--- config.mk ---
export PLATFORM = sky130hd
export DESIGN_NAME = opnd_addr_gen
export DESIGN_NICKNAME = d
export VERILOG_FILES = /design/src/rtl/eag_pkg.sv /design/src/rtl/eag_control.sv /design/src/rtl/eag_datapath.sv /design/src/rtl/opnd_addr_gen.sv
export SDC_FILE = /design/constraint.sdc
export NUM_CORES = 1
export LEC_CHECK = 0
export BUFFER_PORTS_ARGS = -buffer_cell sky130_fd_sc_hd__buf_2
export CAP_MARGIN = 10
export CORE_ASPECT_RATIO = 1.2
export CORE_MARGIN = 8
export CORE_UTILIZATION = 51
export DETAILED_ROUTE_END_ITERATION = 7
export PLACE_DENSITY = 0.78
export SETUP_SLACK_MARGIN = 0.05
export SLEW_MARGIN = 20
export SYNTH_ARGS = -nofsm -noshare
export SYNTH_HDL_FRONTEND = slang
export SYNTH_HIERARCHICAL = 1
export SYNTH_SLANG_ARGS = --single-unit
export TNS_END_PERCENT = 100
--- constraint.sdc ---
create_clock -name clk -period 6.2 [get_ports clk]
set_input_delay 0.62 -clock clk [delete_from_list [all_inputs] [get_ports clk]]
set_output_delay 0.62 -clock clk [all_outputs]
set_load 0.005 [all_outputs]
--- src/rtl/eag_pkg.sv ---
package eag_pkg;

  typedef enum logic [2:0] {
    MODE_INDEX   = 3'd0,
    MODE_POSTINC = 3'd1,
    MODE_PREDEC  = 3'd2,
    MODE_PREINC  = 3'd3,
    MODE_POSTDEC = 3'd4
  } eaMode_e;

  typedef enum logic [1:0] {
    SIZE_BYTE = 2'd0,
    SIZE_WORD = 2'd1,
    SIZE_LONG = 2'd2,
    SIZE_RSVD = 2'd3
  } opSize_e;

  // strobes from control to datapath
  typedef struct packed {
    logic       fire;        // a legal request is accepted
    logic       writeBack;   // register file is updated
    logic       useIndex;    // address from scaled index + displacement
    logic       stepDown;    // pointer step subtracts
    logic       stepFirst;   // stepped pointer is the address
    logic [1:0] scaleShift;  // log2 of step / scale factor
  } eaCtrl_t;

endpackage

--- src/rtl/eag_control.sv ---
module eag_control
  import eag_pkg::*;
(
  input  logic       reqValid,
  input  logic [2:0] reqMode,
  input  logic [1:0] reqSize,
  output eaCtrl_t    ctrl
);

  always_comb begin
    ctrl = '0;
    case (reqSize)
      SIZE_BYTE: ctrl.scaleShift = 2'd0;
      SIZE_WORD: ctrl.scaleShift = 2'd1;
      default:   ctrl.scaleShift = 2'd2;
    endcase
    if (reqValid) begin
      case (reqMode)
        MODE_INDEX: begin
          ctrl.fire     = 1'b1;
          ctrl.useIndex = 1'b1;
        end
        MODE_POSTINC: begin
          ctrl.fire      = 1'b1;
          ctrl.writeBack = 1'b1;
        end
        MODE_PREDEC: begin
          ctrl.fire      = 1'b1;
          ctrl.writeBack = 1'b1;
          ctrl.stepDown  = 1'b1;
          ctrl.stepFirst = 1'b1;
        end
        MODE_PREINC: begin
          ctrl.fire      = 1'b1;
          ctrl.writeBack = 1'b1;
          ctrl.stepFirst = 1'b1;
        end
        MODE_POSTDEC: begin
          ctrl.fire      = 1'b1;
          ctrl.writeBack = 1'b1;
          ctrl.stepDown  = 1'b1;
        end
        default: ctrl.fire = 1'b0;
      endcase
    end
  end

endmodule

--- src/rtl/eag_datapath.sv ---
module eag_datapath
  import eag_pkg::*;
#(
  parameter int ADDR_W       = 32,
  parameter int NUM_REGS     = 8,
  parameter int SHORT_DISP_W = 16,
  localparam int SEL_W       = $clog2(NUM_REGS)
) (
  input  logic              clk,
  input  logic              rst,
  input  eaCtrl_t           ctrl,
  input  logic [SEL_W-1:0]  reqReg,
  input  logic [ADDR_W-1:0] dispValue,
  input  logic              dispIsLong,
  output logic [ADDR_W-1:0] eaAddr,
  output logic              eaValid,
  output logic              wbValid,
  output logic [SEL_W-1:0]  wbReg,
  output logic [ADDR_W-1:0] wbData
);

  localparam int BYTE_W = 8;
  localparam int HALF_W = 16;
  localparam int EXT_W  = ADDR_W - SHORT_DISP_W;

  logic [ADDR_W-1:0] regFile [NUM_REGS];
  logic [ADDR_W-1:0] baseVal;
  logic [ADDR_W-1:0] indexSlice;
  logic [ADDR_W-1:0] indexScaled;
  logic [ADDR_W-1:0] dispExt;
  logic [ADDR_W-1:0] stepAmt;
  logic [ADDR_W-1:0] steppedVal;
  logic [ADDR_W-1:0] addrNext;

  assign baseVal = regFile[reqReg];

  always_comb begin
    case (ctrl.scaleShift)
      2'd0:    indexSlice = {{(ADDR_W-BYTE_W){1'b0}}, baseVal[BYTE_W-1:0]};
      2'd1:    indexSlice = {{(ADDR_W-HALF_W){1'b0}}, baseVal[HALF_W-1:0]};
      default: indexSlice = baseVal;
    endcase
  end

  assign indexScaled = indexSlice << ctrl.scaleShift;
  assign dispExt     = dispIsLong ? dispValue
                     : {{EXT_W{dispValue[SHORT_DISP_W-1]}}, dispValue[SHORT_DISP_W-1:0]};
  assign stepAmt     = {{(ADDR_W-1){1'b0}}, 1'b1} << ctrl.scaleShift;
  assign steppedVal  = ctrl.stepDown ? (baseVal - stepAmt) : (baseVal + stepAmt);

  always_comb begin
    if (ctrl.useIndex)       addrNext = indexScaled + dispExt;
    else if (ctrl.stepFirst) addrNext = steppedVal;
    else                     addrNext = baseVal;
  end

  always_ff @(posedge clk) begin
    if (rst) begin
      for (int i = 0; i < NUM_REGS; i++) regFile[i] <= '0;
    end else if (ctrl.writeBack) begin
      regFile[reqReg] <= steppedVal;
    end
  end

  always_ff @(posedge clk) begin
    if (rst) begin
      eaValid <= 1'b0;
      wbValid <= 1'b0;
      eaAddr  <= '0;
      wbReg   <= '0;
      wbData  <= '0;
    end else begin
      eaValid <= ctrl.fire;
      wbValid <= ctrl.writeBack;
      if (ctrl.fire) eaAddr <= addrNext;
      if (ctrl.writeBack) begin
        wbReg  <= reqReg;
        wbData <= steppedVal;
      end
    end
  end

endmodule

--- src/rtl/opnd_addr_gen.sv ---
module opnd_addr_gen
  import eag_pkg::*;
#(
  parameter int ADDR_W       = 32,
  parameter int NUM_REGS     = 8,
  parameter int SHORT_DISP_W = 16,
  localparam int SEL_W       = $clog2(NUM_REGS)
) (
  input  logic              clk,
  input  logic              rst,
  input  logic              reqValid,
  input  logic [2:0]        reqMode,
  input  logic [SEL_W-1:0]  reqReg,
  input  logic [1:0]        reqSize,
  input  logic [ADDR_W-1:0] dispValue,
  input  logic              dispIsLong,
  output logic [ADDR_W-1:0] eaAddr,
  output logic              eaValid,
  output logic              wbValid,
  output logic [SEL_W-1:0]  wbReg,
  output logic [ADDR_W-1:0] wbData
);

  eaCtrl_t ctrl;

  eag_control i_ctrl (
    .reqValid (reqValid),
    .reqMode  (reqMode),
    .reqSize  (reqSize),
    .ctrl     (ctrl)
  );

  eag_datapath #(
    .ADDR_W       (ADDR_W),
    .NUM_REGS     (NUM_REGS),
    .SHORT_DISP_W (SHORT_DISP_W)
  ) i_dp (
    .clk        (clk),
    .rst        (rst),
    .ctrl       (ctrl),
    .reqReg     (reqReg),
    .dispValue  (dispValue),
    .dispIsLong (dispIsLong),
    .eaAddr     (eaAddr),
    .eaValid    (eaValid),
    .wbValid    (wbValid),
    .wbReg      (wbReg),
    .wbData     (wbData)
  );

endmodule

==> key figures <==
Placement
  – Placed instance area: roughly 19000 µm²
  – Worst setup slack before clock tree synthesis: 0.392 ns
  – Global placement routability congestion: 0.936
  – Count of input and output buffers: 112
  – Final HPWL DP: approximately 38 mm

STA
  – RSZ-0062 raised after global routing: no
  – Clock Skews: ~0.022 ns
  – Final setup TNS: 0 ns
  – Slew @ Worst Pin: between 1 and 1.5 ns
  – Post-route worst hold slack: 0.452 ns
  – Share of the cycle needed by the critical path after routing: 0.878
  – Final setup vio count: 0
  – Post-route minimum period: about 5.4 ns
  – Final-report hold violation count: 0
  – Worst setup margin: between 0.7 and 0.8 ns
  – Highest clock rate: roughly 180 MHz
  – Worst slew slack as a fraction of its limit: 0.229
  – Total count of max-transition violations in the final report: 0

CTS
  – Post-CTS setup repair buffer count: 0
  – Clock tree from TritonCTS: built
  – Clock-pin slew reported for the worst setup and hold paths after clock tree synthesis: 0.07 ns
  – Num Clock Sinks: 325
  – Clock root buffer: sky130_fd_sc_hd__clkbuf_16
  – H-tree depth: 1
  – Hold Buf Count CTS: 0
  – Total clock buffers created by CTS: 30
  – Max Root-Sink Buffers: 3
  – Clk Latency, worst-skew pair: about 0.58 ns
  – Number of instances resized during post-cts repair: 0

Outcome
  – Run status: completed

Setup path
  – Worst setup path endpoint: i_dp/regFile[3][27]
  – CP Data Required Time: 6.49 ns
  – Worst-case reg-to-reg path depth: 16
  – Startpoint type of the worst setup path: input port
  – End of the worst register-to-register path: i_dp/regFile[6][28]
  – Data arrival time at the worst-slack endpoint: approximately 5.7 ns
  – CP endpoint kind: register
  – CP startpoint: reqReg[2]
  – Register-to-register setup slack: ~1.4 ns
  – Kind of critical path: in2reg
  – Maximum fanout count along the critical path: 23
  – Start of the worst register-to-register path: i_dp/regFile[1][0]

Synthesis
  – Top_reg_cell synth: sky130_fd_sc_hd__edfxtp_1
  – Proportion of synthesized chip area in sequential cells: 0.498
  – Count of cell types in the netlist: just under 90
  – Number of flip-flops and latches in the synthesized netlist: between 300 and 400
  – Async SR Flop Fraction: 0
  – Cell with the most instances after synthesis: sky130_fd_sc_hd__nor2_1
  – Number of enable flip-flop cells after synthesis: 256
  – Count of synthesis-stage warnings from yosys: 6
  – Dominant cell type by area after synthesis: sky130_fd_sc_hd__edfxtp_1
  – Post-Synthesis Cell Area: between 15000 and 20000 µm²
  – Largest cells by area after synthesis: sky130_fd_sc_hd__edfxtp_1, sky130_fd_sc_hd__nor2_1, sky130_fd_sc_hd__dfxtp_1
  – Net Count, Synth: 1953
  – Proportion of netlist area held by the largest area contributor: 0.422
  – Synthesized netlist cell count: ~1800
  – Most instantiated cells after synthesis: sky130_fd_sc_hd__nor2_1, sky130_fd_sc_hd__edfxtp_1, sky130_fd_sc_hd__nand2_1
  – Avg Cell Area, Syn: roughly 9.9 µm²

Floorplan
  – Core area: ~36000 µm²
  – DIE AREA: between 40000 and 50000 µm²
  – Horizontal extent of the die: between 150 and 200 µm
  – Number of cell rows: between 70 and 80
  – Die extent in y: 223 µm
  – Starting density of the core: 0.512
  – Boundary pin count: roughly 110

Cells and area
  – Area of all placed cells without fillers: roughly 20000 µm²
  – Number of filler instances in the final layout: 3016
  – Nets: just over 2000
  – Layout-stage area growth over the synthesis result: 11.0%
  – Share of post-route cells with drive strength above 1: 0.141
  – Antenna cell count: 0

Min path
  – Path type of the worst min-delay path: reg2reg
  – Origin of the worst min-delay path: i_dp/eaAddr[18]

Flow run
  – Max capacitance violation total: 0

Drt
  – Total Wirelength: roughly 56 mm
  – Number of nets with antenna violations after routing: 0
  – Detailed Route Iter0 Violations: between 1500 and 2000
  – Via count: approximately 15000
  – Number of iterations in the first detailed-routing pass: 8
  – Wire per inst: between 20 and 25 µm
  – Number of vias per cell after detailed routing: about 6.4
  – Detailed-route DRC error count: 0

GRT
  – Antenna violations before repair: 0
  – Remaining Overflow, GRT: 0
  – First-pass GRT wire length: approximately 86 mm
  – Pin count of the biggest net entering global routing: 75
  – Via count of the first global-routing pass: 15142
  – Total track usage: 0.260

Power
  – Peak supply drop: 247 µV
  – Post-layout power: 5.70 mW
  – Leakage power: about 8 nW
  – Total power divided by cell area: between 200 and 300 nW/µm²
-- routing by layer --
metal	vias up	routed length, µm	global-route usage
met2	896	27500	0.446
met3	154	5330	0.0369
met5	-	0	0
met1	7388	21400	0.319
li1	6905	-	-
met4	0	2270	0.119
-- cell type report --
class	instances	area, µm²	share of cell area
Clock buffer	41	843	0.0417
Clock inverter	15	121	0.00600
Inverter	34	128	0.00631
Multi-Input combinational cell	1356	8450	0.418
Sequential cell	325	9070	0.449
Tap cell	468	586	0.0290
Timing Repair Buffer	171	1020	0.0503
-- registers in the layout, summed over array words and instances (netlist names) --
signal	flops
i_dp/eaAddr	32
i_dp/regFile	256
i_dp/wbReg	3
i_dp/wbValid	1
i_dp/eaValid	1
i_dp/wbData	32
-- how the worst min path moves through the flow --
| stage | end | slack [ns] | cells past startpoint |
|---|---|---|---|
| 2_1_floorplan | i_dp/eaAddr[17] | 0.44 | 2 |
| 3_3_place_gp | i_dp/eaAddr[17] | 0.43 | 2 |
| 3_5_place_dp | i_dp/eaAddr[17] | 0.44 | 2 |
| 4_1_cts | i_dp/eaAddr[17] | 0.45 | 2 |
| 5_1_grt | i_dp/eaAddr[17] | 0.47 | 2 |
| 6_report | i_dp/eaAddr[18] | 0.45 | 2 |
-- stage by stage --
stage / utilization / std cells
after detailed placement: 0.541 / 2354
after global placement: 0.541 / 2354
after CTS: 0.568 / 2410
after floorplan: - / 1846
after global routing: 0.568 / 2410
final: 0.568 / 2410
-- where the power goes --
part / total [mW] / internal, mW / switching, mW
registers: 2.50 / 2.46 / 0.0450
clock network: 1.83 / 1.00 / 0.833
logic: 1.37 / 0.466 / 0.901
-- critical path: stages --
cell and delay, ns:
sky130_fd_sc_hd__buf_2 0.24, sky130_fd_sc_hd__nand2b_1 0.23, sky130_fd_sc_hd__nor2_2 0.46, sky130_fd_sc_hd__buf_4 0.43
sky130_fd_sc_hd__a22oi_1 0.16, sky130_fd_sc_hd__nand4_1 0.30, sky130_fd_sc_hd__ha_1 0.28, sky130_fd_sc_hd__nor2_1 0.06
sky130_fd_sc_hd__nor2_1 0.09, sky130_fd_sc_hd__o311ai_0 0.26, sky130_fd_sc_hd__a2111oi_0 0.64, sky130_fd_sc_hd__a22oi_1 0.17
sky130_fd_sc_hd__nand4_1 0.40, sky130_fd_sc_hd__nand2_1 0.13, sky130_fd_sc_hd__o21a_1 0.26, sky130_fd_sc_hd__xnor2_1 0.87
sky130_fd_sc_hd__nor2_1 0.11
-- kinds of logic (layout without fill, tap and decap cells) --
logic type | after synthesis | after routing | share of synthesized area
XOR/XNOR | 58 | 58 | 0.0296
buffers and inverters | 165 | 261 | 0.0403
AO/OA/AOI/OAI | 483 | 483 | 0.186
AND/OR/NAND/NOR | 695 | 695 | 0.169
flip-flops | 325 | 325 | 0.498
multiplexers | 56 | 56 | 0.0323
adder cells (fa/ha/maj) | 64 | 64 | 0.0447
-- layout by cell type (no fill, tap or decap), types with 25 or more instances in the layout --
cell and count:
sky130_fd_sc_hd__a211oi_1 33, sky130_fd_sc_hd__a21o_1 38, sky130_fd_sc_hd__a21oi_1 107, sky130_fd_sc_hd__a22oi_1 99, sky130_fd_sc_hd__buf_2 112, sky130_fd_sc_hd__buf_4 58
sky130_fd_sc_hd__clkbuf_16 31, sky130_fd_sc_hd__dfxtp_1 69, sky130_fd_sc_hd__edfxtp_1 256, sky130_fd_sc_hd__ha_1 61, sky130_fd_sc_hd__inv_1 34, sky130_fd_sc_hd__mux2i_1 43
sky130_fd_sc_hd__nand2_1 143, sky130_fd_sc_hd__nand3_1 25, sky130_fd_sc_hd__nor2_1 376, sky130_fd_sc_hd__o21ai_0 57, sky130_fd_sc_hd__xnor2_1 38
No activity file was read; power rests on OpenSTA's default activity.
